## config.mk

```make
export PLATFORM = sky130hd
export DESIGN_NAME = sic_ctx_unit
export DESIGN_NICKNAME = d
export VERILOG_FILES = /design/src/rtl/sic_pkg.sv /design/src/rtl/sic_stack.sv /design/src/rtl/sic_req_mux.sv /design/src/rtl/sic_ctx_unit.sv
export SDC_FILE = /design/constraint.sdc
export NUM_CORES = 1
export LEC_CHECK = 0
export ABC_AREA = 1
export BUFFER_PORTS_ARGS = -buffer_cell sky130_fd_sc_hd__buf_2
export CAP_MARGIN = 20
export CELL_PAD_IN_SITES_DETAIL_PLACEMENT = 0
export CELL_PAD_IN_SITES_GLOBAL_PLACEMENT = 1
export CORE_ASPECT_RATIO = 0.6
export CORE_MARGIN = 2
export CORE_UTILIZATION = 40
export CTS_BUF_LIST = sky130_fd_sc_hd__clkbuf_8
export CTS_CLUSTER_SIZE = 40
export DETAILED_ROUTE_END_ITERATION = 12
export PLACE_DENSITY_LB_ADDON = 0.25
export SYNTH_ARGS = -nofsm -noshare
export SYNTH_HDL_FRONTEND = slang
export SYNTH_SLANG_ARGS = --single-unit
export TNS_END_PERCENT = 1
```

## constraint.sdc

```tcl
create_clock -name clk -period 2.7 [get_ports clk]
set_clock_uncertainty 0.05 [all_clocks]
set_input_delay 0.54 -clock clk [delete_from_list [all_inputs] [get_ports clk]]
set_output_delay 0.54 -clock clk [all_outputs]
set_load 0.05 [all_outputs]
```

## src/rtl/sic_pkg.sv

```systemverilog
package sic_pkg;
    typedef enum logic [2:0] {
        ST_IDLE,
        ST_SEAL_MAC,
        ST_SEAL_ENC,
        ST_HKEY,
        ST_OPEN_DEC,
        ST_OPEN_MAC,
        ST_HALT
    } sic_state_e;

    localparam logic [1:0] CR_ENC = 2'd0;
    localparam logic [1:0] CR_DEC = 2'd1;
    localparam logic [1:0] CR_MAC = 2'd2;
endpackage

```

## src/rtl/sic_stack.sv

```systemverilog
module sic_stack #(
    parameter int EW    = 48,
    parameter int DEPTH = 2
) (
    input  logic                         clk,
    input  logic                         rst_n,
    input  logic                         push,
    input  logic                         pop,
    input  logic [EW-1:0]                push_data,
    output logic [EW-1:0]                top_data,
    output logic [$clog2(DEPTH+1)-1:0]   level,
    output logic                         full,
    output logic                         empty
);
    localparam int LW = $clog2(DEPTH + 1);
    localparam int AW = (DEPTH > 1) ? $clog2(DEPTH) : 1;

    typedef struct packed {
        logic [DEPTH-1:0][EW-1:0] mem;
        logic [LW-1:0]            lvl;
    } stk_t;

    stk_t stk_d, stk_q;
    logic [LW-1:0] lvl_m1;

    assign lvl_m1   = stk_q.lvl - LW'(1);
    assign top_data = stk_q.mem[lvl_m1[AW-1:0]];
    assign level    = stk_q.lvl;
    assign full     = (stk_q.lvl == LW'(DEPTH));
    assign empty    = (stk_q.lvl == '0);

    always_comb begin
        stk_d = stk_q;
        if (push && !full) begin
            stk_d.mem[stk_q.lvl[AW-1:0]] = push_data;
            stk_d.lvl = stk_q.lvl + LW'(1);
        end else if (pop && !empty) begin
            stk_d.lvl = lvl_m1;
        end
    end

    always_ff @(posedge clk) begin
        if (!rst_n) stk_q <= '0;
        else        stk_q <= stk_d;
    end


    level_bound_chk: assert property (@(posedge clk) disable iff (!rst_n)
        stk_q.lvl <= LW'(DEPTH));


    no_overflow_chk: assert property (@(posedge clk) disable iff (!rst_n)
        (push && full && !pop) |=> $stable(stk_q.lvl));
endmodule

```

## src/rtl/sic_req_mux.sv

```systemverilog
module sic_req_mux
    import sic_pkg::*;
#(
    parameter int BW  = 40,
    parameter int IDW = 4
) (
    input  sic_state_e       st,
    input  logic [BW-1:0]    blob,
    input  logic [BW-1:0]    ct,
    input  logic [IDW-1:0]   hid,
    output logic             cr_req,
    output logic [1:0]       cr_op,
    output logic [BW-1:0]    cr_din
);
    always_comb begin
        cr_req = 1'b1;
        cr_op  = CR_MAC;
        cr_din = blob;
        case (st)
            ST_SEAL_MAC: begin cr_op = CR_MAC; cr_din = blob; end
            ST_SEAL_ENC: begin cr_op = CR_ENC; cr_din = blob; end
            ST_HKEY:     begin cr_op = CR_MAC; cr_din = {{(BW-IDW){1'b0}}, hid}; end
            ST_OPEN_DEC: begin cr_op = CR_DEC; cr_din = ct; end
            ST_OPEN_MAC: begin cr_op = CR_MAC; cr_din = blob; end
            default:     begin cr_req = 1'b0; cr_din = '0; end
        endcase
    end
endmodule

```

## src/rtl/sic_ctx_unit.sv

```systemverilog
module sic_ctx_unit
    import sic_pkg::*;
#(
    parameter int IPW   = 8,
    parameter int NREG  = 2,
    parameter int RW    = 8,
    parameter int KW    = 8,
    parameter int IDW   = 4,
    parameter int DEPTH = 2
) (
    input  logic                  clk,
    input  logic                  rst_n,
    input  logic                  at_boundary,
    input  logic                  irq_req,
    input  logic [IDW-1:0]        irq_id,
    input  logic [IPW-1:0]        ctx_ip,
    input  logic [NREG*RW-1:0]    ctx_regs,
    input  logic [KW-1:0]         ctx_kprev,
    input  logic [KW-1:0]         ctx_knext,
    input  logic                  iret_req,
    output logic                  cr_req,
    output logic [1:0]            cr_op,
    output logic [IPW+NREG*RW+2*KW-1:0] cr_din,
    input  logic                  cr_ack,
    input  logic [IPW+NREG*RW+2*KW-1:0] cr_dout,
    output logic                  busy,
    output logic                  halt,
    output logic                  irq_take,
    output logic                  flush,
    output logic                  hnd_valid,
    output logic [KW-1:0]         hnd_key,
    output logic                  res_valid,
    output logic [IPW-1:0]        res_ip,
    output logic [NREG*RW-1:0]    res_regs,
    output logic [KW-1:0]         res_kdec,
    output logic [KW-1:0]         res_kchain
);
    localparam int RIW = NREG * RW;
    localparam int BW  = IPW + RIW + 2 * KW;
    localparam int EW  = BW + KW;
    localparam int LW  = $clog2(DEPTH + 1);

    typedef struct packed {
        sic_state_e      st;
        logic [BW-1:0]   blob;
        logic [BW-1:0]   ct;
        logic [KW-1:0]   tag;
        logic [IDW-1:0]  hid;
        logic            take;
        logic            flush;
        logic            hvalid;
        logic [KW-1:0]   hkey;
        logic            rvalid;
    } ctx_t;

    ctx_t cur_q, nxt_d;

    logic          push, pop;
    logic [EW-1:0] push_data, top_data;
    logic [LW-1:0] level;
    logic          full, empty;

    sic_stack #(.EW(EW), .DEPTH(DEPTH)) i_stack (
        .clk(clk), .rst_n(rst_n), .push(push), .pop(pop),
        .push_data(push_data), .top_data(top_data), .level(level),
        .full(full), .empty(empty)
    );

    sic_req_mux #(.BW(BW), .IDW(IDW)) i_req (
        .st(cur_q.st), .blob(cur_q.blob), .ct(cur_q.ct), .hid(cur_q.hid),
        .cr_req(cr_req), .cr_op(cr_op), .cr_din(cr_din)
    );

    always_comb begin
        nxt_d        = cur_q;
        nxt_d.take   = 1'b0;
        nxt_d.flush  = 1'b0;
        nxt_d.hvalid = 1'b0;
        nxt_d.rvalid = 1'b0;
        push         = 1'b0;
        pop          = 1'b0;
        push_data    = {cr_dout, cur_q.tag};
        case (cur_q.st)
            ST_IDLE: begin
                if (at_boundary && irq_req) begin
                    if (full) begin
                        nxt_d.st = ST_HALT;
                    end else begin
                        nxt_d.st    = ST_SEAL_MAC;
                        nxt_d.blob  = {ctx_ip, ctx_regs, ctx_kprev, ctx_knext};
                        nxt_d.hid   = irq_id;
                        nxt_d.take  = 1'b1;
                        nxt_d.flush = 1'b1;
                    end
                end else if (at_boundary && iret_req) begin
                    if (empty) begin
                        nxt_d.st = ST_HALT;
                    end else begin
                        nxt_d.st  = ST_OPEN_DEC;
                        nxt_d.ct  = top_data[EW-1:KW];
                        nxt_d.tag = top_data[KW-1:0];
                    end
                end
            end
            ST_SEAL_MAC: if (cr_ack) begin
                nxt_d.tag = cr_dout[KW-1:0];
                nxt_d.st  = ST_SEAL_ENC;
            end
            ST_SEAL_ENC: if (cr_ack) begin
                push     = 1'b1;
                nxt_d.st = ST_HKEY;
            end
            ST_HKEY: if (cr_ack) begin
                nxt_d.hkey   = cr_dout[KW-1:0];
                nxt_d.hvalid = 1'b1;
                nxt_d.st     = ST_IDLE;
            end
            ST_OPEN_DEC: if (cr_ack) begin
                nxt_d.blob = cr_dout;
                nxt_d.st   = ST_OPEN_MAC;
            end
            ST_OPEN_MAC: if (cr_ack) begin
                if (cr_dout[KW-1:0] == cur_q.tag) begin
                    pop          = 1'b1;
                    nxt_d.rvalid = 1'b1;
                    nxt_d.flush  = 1'b1;
                    nxt_d.st     = ST_IDLE;
                end else begin
                    nxt_d.st = ST_HALT;
                end
            end
            default: nxt_d.st = ST_HALT;
        endcase
    end

    always_ff @(posedge clk) begin
        if (!rst_n) begin
            cur_q    <= '0;
            cur_q.st <= ST_IDLE;
        end else begin
            cur_q <= nxt_d;
        end
    end

    assign busy       = (cur_q.st != ST_IDLE) && (cur_q.st != ST_HALT);
    assign halt       = (cur_q.st == ST_HALT);
    assign irq_take   = cur_q.take;
    assign flush      = cur_q.flush;
    assign hnd_valid  = cur_q.hvalid;
    assign hnd_key    = cur_q.hkey;
    assign res_valid  = cur_q.rvalid;
    assign res_ip     = cur_q.blob[BW-1 -: IPW];
    assign res_regs   = cur_q.blob[2*KW +: RIW];
    assign res_kdec   = cur_q.blob[KW +: KW];
    assign res_kchain = cur_q.blob[KW-1:0];


    req_hold_chk: assert property (@(posedge clk) disable iff (!rst_n)
        (cr_req && !cr_ack) |=> (cr_req && $stable(cr_op) && $stable(cr_din)));


    take_boundary_chk: assert property (@(posedge clk) disable iff (!rst_n)
        irq_take |-> ($past(at_boundary) && $past(irq_req) && flush));


    res_not_halt_chk: assert property (@(posedge clk) disable iff (!rst_n)
        res_valid |-> (!halt && flush));


    halt_sticky_chk: assert property (@(posedge clk) disable iff (!rst_n)
        halt |=> (halt && !cr_req && !res_valid));


    hnd_idle_chk: assert property (@(posedge clk) disable iff (!rst_n)
        hnd_valid |-> !busy);
endmodule

```

* After elaboration in Yosys (flattened, before gate mapping)
Index checks and enable logic that the tools add are counted.
Storage, ports and cells: bits in registers 205, logic and storage cells 103
Operators by class: add/subtract/negate cells 2, order comparisons 3, equality and inequality tests 20, multiplexer cells 38, bitwise operators 3, reduce and logical (&&, ||, !) cells 24
Operator list (number):
- 48-bit 2-to-1 mux | 3
- 40-bit one-hot mux with 3 select lines | 1
- 96-bit bitwise mux | 1
- 40-bit 2-to-1 mux | 2
- 40-bit one-hot mux with 2 select lines | 1
- 48-bit demux with 1-bit select | 1
- 43-bit 2-to-1 mux | 1
- 8-bit 2-to-1 mux | 4
- 3-bit 2-to-1 mux | 8
- 2-bit != test, second input constant | 10
- 3-bit one-hot mux with 6 select lines | 1
- 8-bit one-hot mux with 2 select lines | 1
- 3-bit equality test, second input constant | 3
- 9-bit 2-to-1 mux | 1
- 8-bit equality test | 1
- 2-bit 2-to-1 mux | 4
- 4-bit AND reduction | 2
- 1-bit 2-to-1 mux | 7
- 3-bit by 2-bit equality test with 1-bit output, second input constant | 2
- 1-bit logical AND | 6
- 3-bit != test, second input constant | 2
- 3-bit AND reduction | 2
- 6-bit AND reduction | 1
- 2-bit nonzero test | 3
- 17 further kinds | 22

* Depth between registers and ports, before layout
depth after elaboration 7, gate-level depth with buffers 13

* By module
Synthesis repeated with hierarchy kept, for this count alone.
Second synthesis, totals: cell total of the unflattened synthesis 1530, area total of the unflattened synthesis 10143.5 sq um
By module, submodules not included:
- sic_ctx_unit | instances 1, cells each 727, area each 4971.0 sq um
- sic_stack | instances 1, cells each 651, area each 4443.0 sq um
- sic_req_mux | instances 1, cells each 152, area each 729.4 sq um

* Least setup slack after synthesis
No wires, ideal clock.
path kind flip-flop to output port, start register, netlist name cur_q[106], end output cr_din[28], data arrival time 1912 ps, slack 198 ps, stages on the path, launching flop included 7, cells stage by stage dfxtp_1 > inv_2 > nor2_1 > buf_2 > buf_1 > nand2_1 > nand2_1
Between the ends: longest elaborated chain between the ends 3
Ends and longest elaborated chain:
- 3-bit by 1-bit equality test with 1-bit output, or another cell as far along | line sic_req_mux.sv:19 | case (st)
- 3-bit OR reduction (no source line)
- 40-bit one-hot mux with 3 select lines (*) | line sic_req_mux.sv:19
- end: declaration | line sic_ctx_unit.sv:23 | output logic [IPW+NREG*RW+2*KW-1:0] cr_din,
Every way passes the cells marked *; elsewhere a longest branch is shown, timed or not.

* Worst setup path after layout
start register, netlist name cur_q[104], end output cr_din[0]
Between the ends: longest elaborated chain between the ends 3
Ends and longest elaborated chain (line):
- 3-bit by 1-bit equality test with 1-bit output, or another cell as far along | sic_req_mux.sv:19
- 3-bit OR reduction (no source line)
- 40-bit one-hot mux with 3 select lines (*) | sic_req_mux.sv:19
Marks and branches as above.

==> results.md <==
- Total Wirelength: 28.3 mm
- CTS buffer count: 34
- Largest delay share family, worst path: simple AND/OR/NAND/NOR gates
- Top Ports: about 190
- Final setup violation count: 0
- Hold Path Class: in2reg
- Yosys warnings: 0
- First-pass GRT wire length: around 44 mm
- Post-route antenna net violation count: 0
- Met2 GRT Util: between 30% and 40%
- DR vias: about 9,000
- Clk buf depth: 3
- Htree depth: 2
- Vias in the first global route: 7,908
- Final HPWL DP: about 18 mm
- Iter 0 DRT Violations: 666
- Top cells by count, synth: nand2_1, dfxtp_1, a21oi_1
- Post-synth ARST share: 0%
- RSZ-0062 raised after global routing: yes
- Worst-margin pin slew: between 1000 and 1500 ps
- Drt via density: roughly 5
- Share of cells above drive strength 1: between 20% and 30%
- CP Class: reg2out
- Top cells by area, synth: dfxtp_1, nand2_1, a21oi_1
- Clk_lat worst skew: roughly 500 ps
- Met1 usage: approximately 36%
- Cell with the most instances after synthesis: nand2_1
- CP Launch Type: register
- Mapped Avg Cell Area: 7.14 sq um
- DRT Pass-1 Iters: 5
- Die extent in y: about 120 microns
- GRT busiest layer: met1
- Met3 GRT Util: 4.45%
- Buf/Inv on CP: 2
- Leak: ~0.0044 uW
- Maximum capacitance violations: 0
- Core area: ~0.022 sq mm
- Die area: between 0.02 and 0.025 sq mm
- Drt drc: 0
- Synth Register Bits: 205
- Antenna violations before repair: 2
- Area leader, netlist: dfxtp_1
- Fin crit share: around 95%
- Hold Violations, Final: 0
- Global Route Usage Sum: 23.0%
- Pwr dens: 1040 mW/mm^2
- Starting Density: approximately two fifths
- IO Port Bufs: approximately 190
- WP data arrival: between 1500 and 2000 ps
- Mapped Nets: approximately 1,400
- Synth Cell Area: approximately 0.009 sq mm
- Die Span X: between 150 and 200 microns
- Yosys cell types: 26
- P&R area growth vs syn: 17.4%
- Data required, critical path: 2110 ps
- # fillers: about 2,300
- Clock transition at path regs: ~60 ps
- Routability Congestion: roughly 0.79
- Register Area: roughly 0.004 sq mm
- Most used cell, CP: nand2_1
- CTS tree: built
- Gr ovfl total: 0
- Post-synth EDFFs: 0
- Largest net degree at the start of global routing: 99
- Wirelength per Cell: roughly 16 microns
- Fin. max-slew vios: 0
- CP peak stage delay: roughly 570 ps
- Seq/Total Area, Yosys: ~45%
- Final Util: just under 50%
- FP Rows: between 40 and 50
- Post-synth top area share: between 40 and 50%
- Area of the multi-input gates: ~0.0041 sq mm
- Minimum clock period: 2570 ps
- Setup slack after layout: ~130 ps
- Crit path cell chain: inv_2 -> nor3_1 -> nand2_1 -> nand2_1 -> buf_2
- Commonest register cell after synthesis: dfxtp_1
- Max Fanout on Critical Path: 6
- Post-Synthesis Cells: approximately 1,300
- Relative slew slack: 30.3%
- Clock sink count: just over 200
- Maximum clock frequency: between 0.3 and 0.4 GHz
- Layout Nets: 1,478
- Peak supply drop: just under 0.4 mV
- Clock root buffer: clkbuf_8
- Pre-CTS WS: approximately 320 ps
- Status: completed
- Crit-path slowest cell: nor3_1
- Crit path capture type: primary output
- Pwr Total: approximately 11,000 uW
-- placed cells by master (no fill, tap or decap), types with 3 or more instances in the layout --
master / Yosys / layout
buf_2: 22 / 150
buf_12: 0 / 6
nand2_2: 1 / 4
buf_4: 59 / 51
nand3_1: 103 / 102
o21ai_0: 81 / 81
inv_1: 26 / 34
nand2_1: 428 / 425
inv_2: 11 / 10
a21oi_1: 116 / 116
a31oi_1: 81 / 81
o21ai_1: 32 / 32
clkinv_2: 0 / 6
nor2_1: 29 / 27
clkbuf_8: 0 / 39
dfxtp_1: 205 / 202
mux2_2: 3 / 3
buf_6: 4 / 5
xnor2_1: 3 / 3
nand4_1: 3 / 3
-- stage by stage --
stage          std cells  hold WS [ps]  TNS, ps  instance area (sq um)
2_1_floorplan       1282           374        0                   9150
5_1_grt             1712           225    -40.7                  10700
3_5_place_dp        1655           392        0                   9920
3_3_place_gp        1655           386        0                   9920
6_report            1714           224        0                  10700
4_1_cts             1711           204    -45.1                  10700
-- routing by layer --
metal	up-vias	wire (microns)
met5	-	0
met4	0	337
met3	37	2080
met2	257	11100
met1	4029	14800
li1	4442	-
-- path summary, 6_finish.rpt --
path / slack (ps) / cells past startpoint / endpoint / start
hold reg to reg: 400 / 2 / i_stack.stk_q[54] / i_stack.stk_q[54]
hold / removal: 220 / 3 / cur_q[12] / irq_id[0]
setup reg to reg: 440 / 9 / res_regs[13] / i_stack.level[0]
setup / recovery: 130 / 5 / cr_din[0] / cur_q[104]
-- worst reg2reg max path, delay by kind of cell (launching register included) --
kind                     cells  cell delay, ps
AO/OA/AOI/OAI                3             550
adder cells (fa/ha/maj)      1             230
buffers and inverters        3             520
flip-flops                   1             350
AND/OR/NAND/NOR              2             480
-- cell families (layout without fill, tap and decap cells) --
kind of cell / Yosys count / after routing / share of synthesized area [%]
xor gates and xnor gates: 4 / 4 / 0.383
and+or+nand+nor: 569 / 569 / 25.0
DFF: 205 / 205 / 44.8
buffers and inverters: 184 / 306 / 10.6
AOI/OAI and AO/OA: 315 / 315 / 18.6
muxes: 3 / 3 / 0.369
adders and majority gates: 2 / 2 / 0.273
other: 0 / 2 / 0
-- final cells by class --
type,instances,share of cell area [%]
Multi-Input combinational cell,893,38.3
Sequential cell,205,38.3
Timing Repair Buffer,215,12.8
Clock buffer,39,5.00
Tap cell,308,3.59
Inverter,37,1.35
Clock inverter,15,0.617
Antenna cell,2,0.0466
-- sequential cells by signal, summed over array words and instances, names as in the netlist --
| name | count |
|---|---|
| cur_q | 55 |
| flush | 1 |
| hnd_key | 8 |
| hnd_valid | 1 |
| i_stack.level | 2 |
| i_stack.stk_q | 96 |
| irq_take | 1 |
| res_ip | 8 |
| res_kchain | 8 |
| res_kdec | 8 |
| res_regs | 16 |
| res_valid | 1 |
-- power by group --
part / switching, uW / internal [uW] / leakage, uW / total (uW)
logic: 3580 / 1290 / 0.00241 / 4880
registers: 293 / 3430 / 0.00166 / 3720
clock network: 1230 / 1310 / 0.000348 / 2530
-- repair_timing --
| item | in CTS | in global routing |
|---|---|---|
| pin swaps | 0 | 1 |
| setup buffers | 1 | 0 |
| endpoints found under the setup margin | 34 | 40 |
| hold buffers | 0 | 0 |
| gates resized for setup | 41 | 16 |
| gates cloned | 1 | 1 |
(Power assumes the default switching activity.)
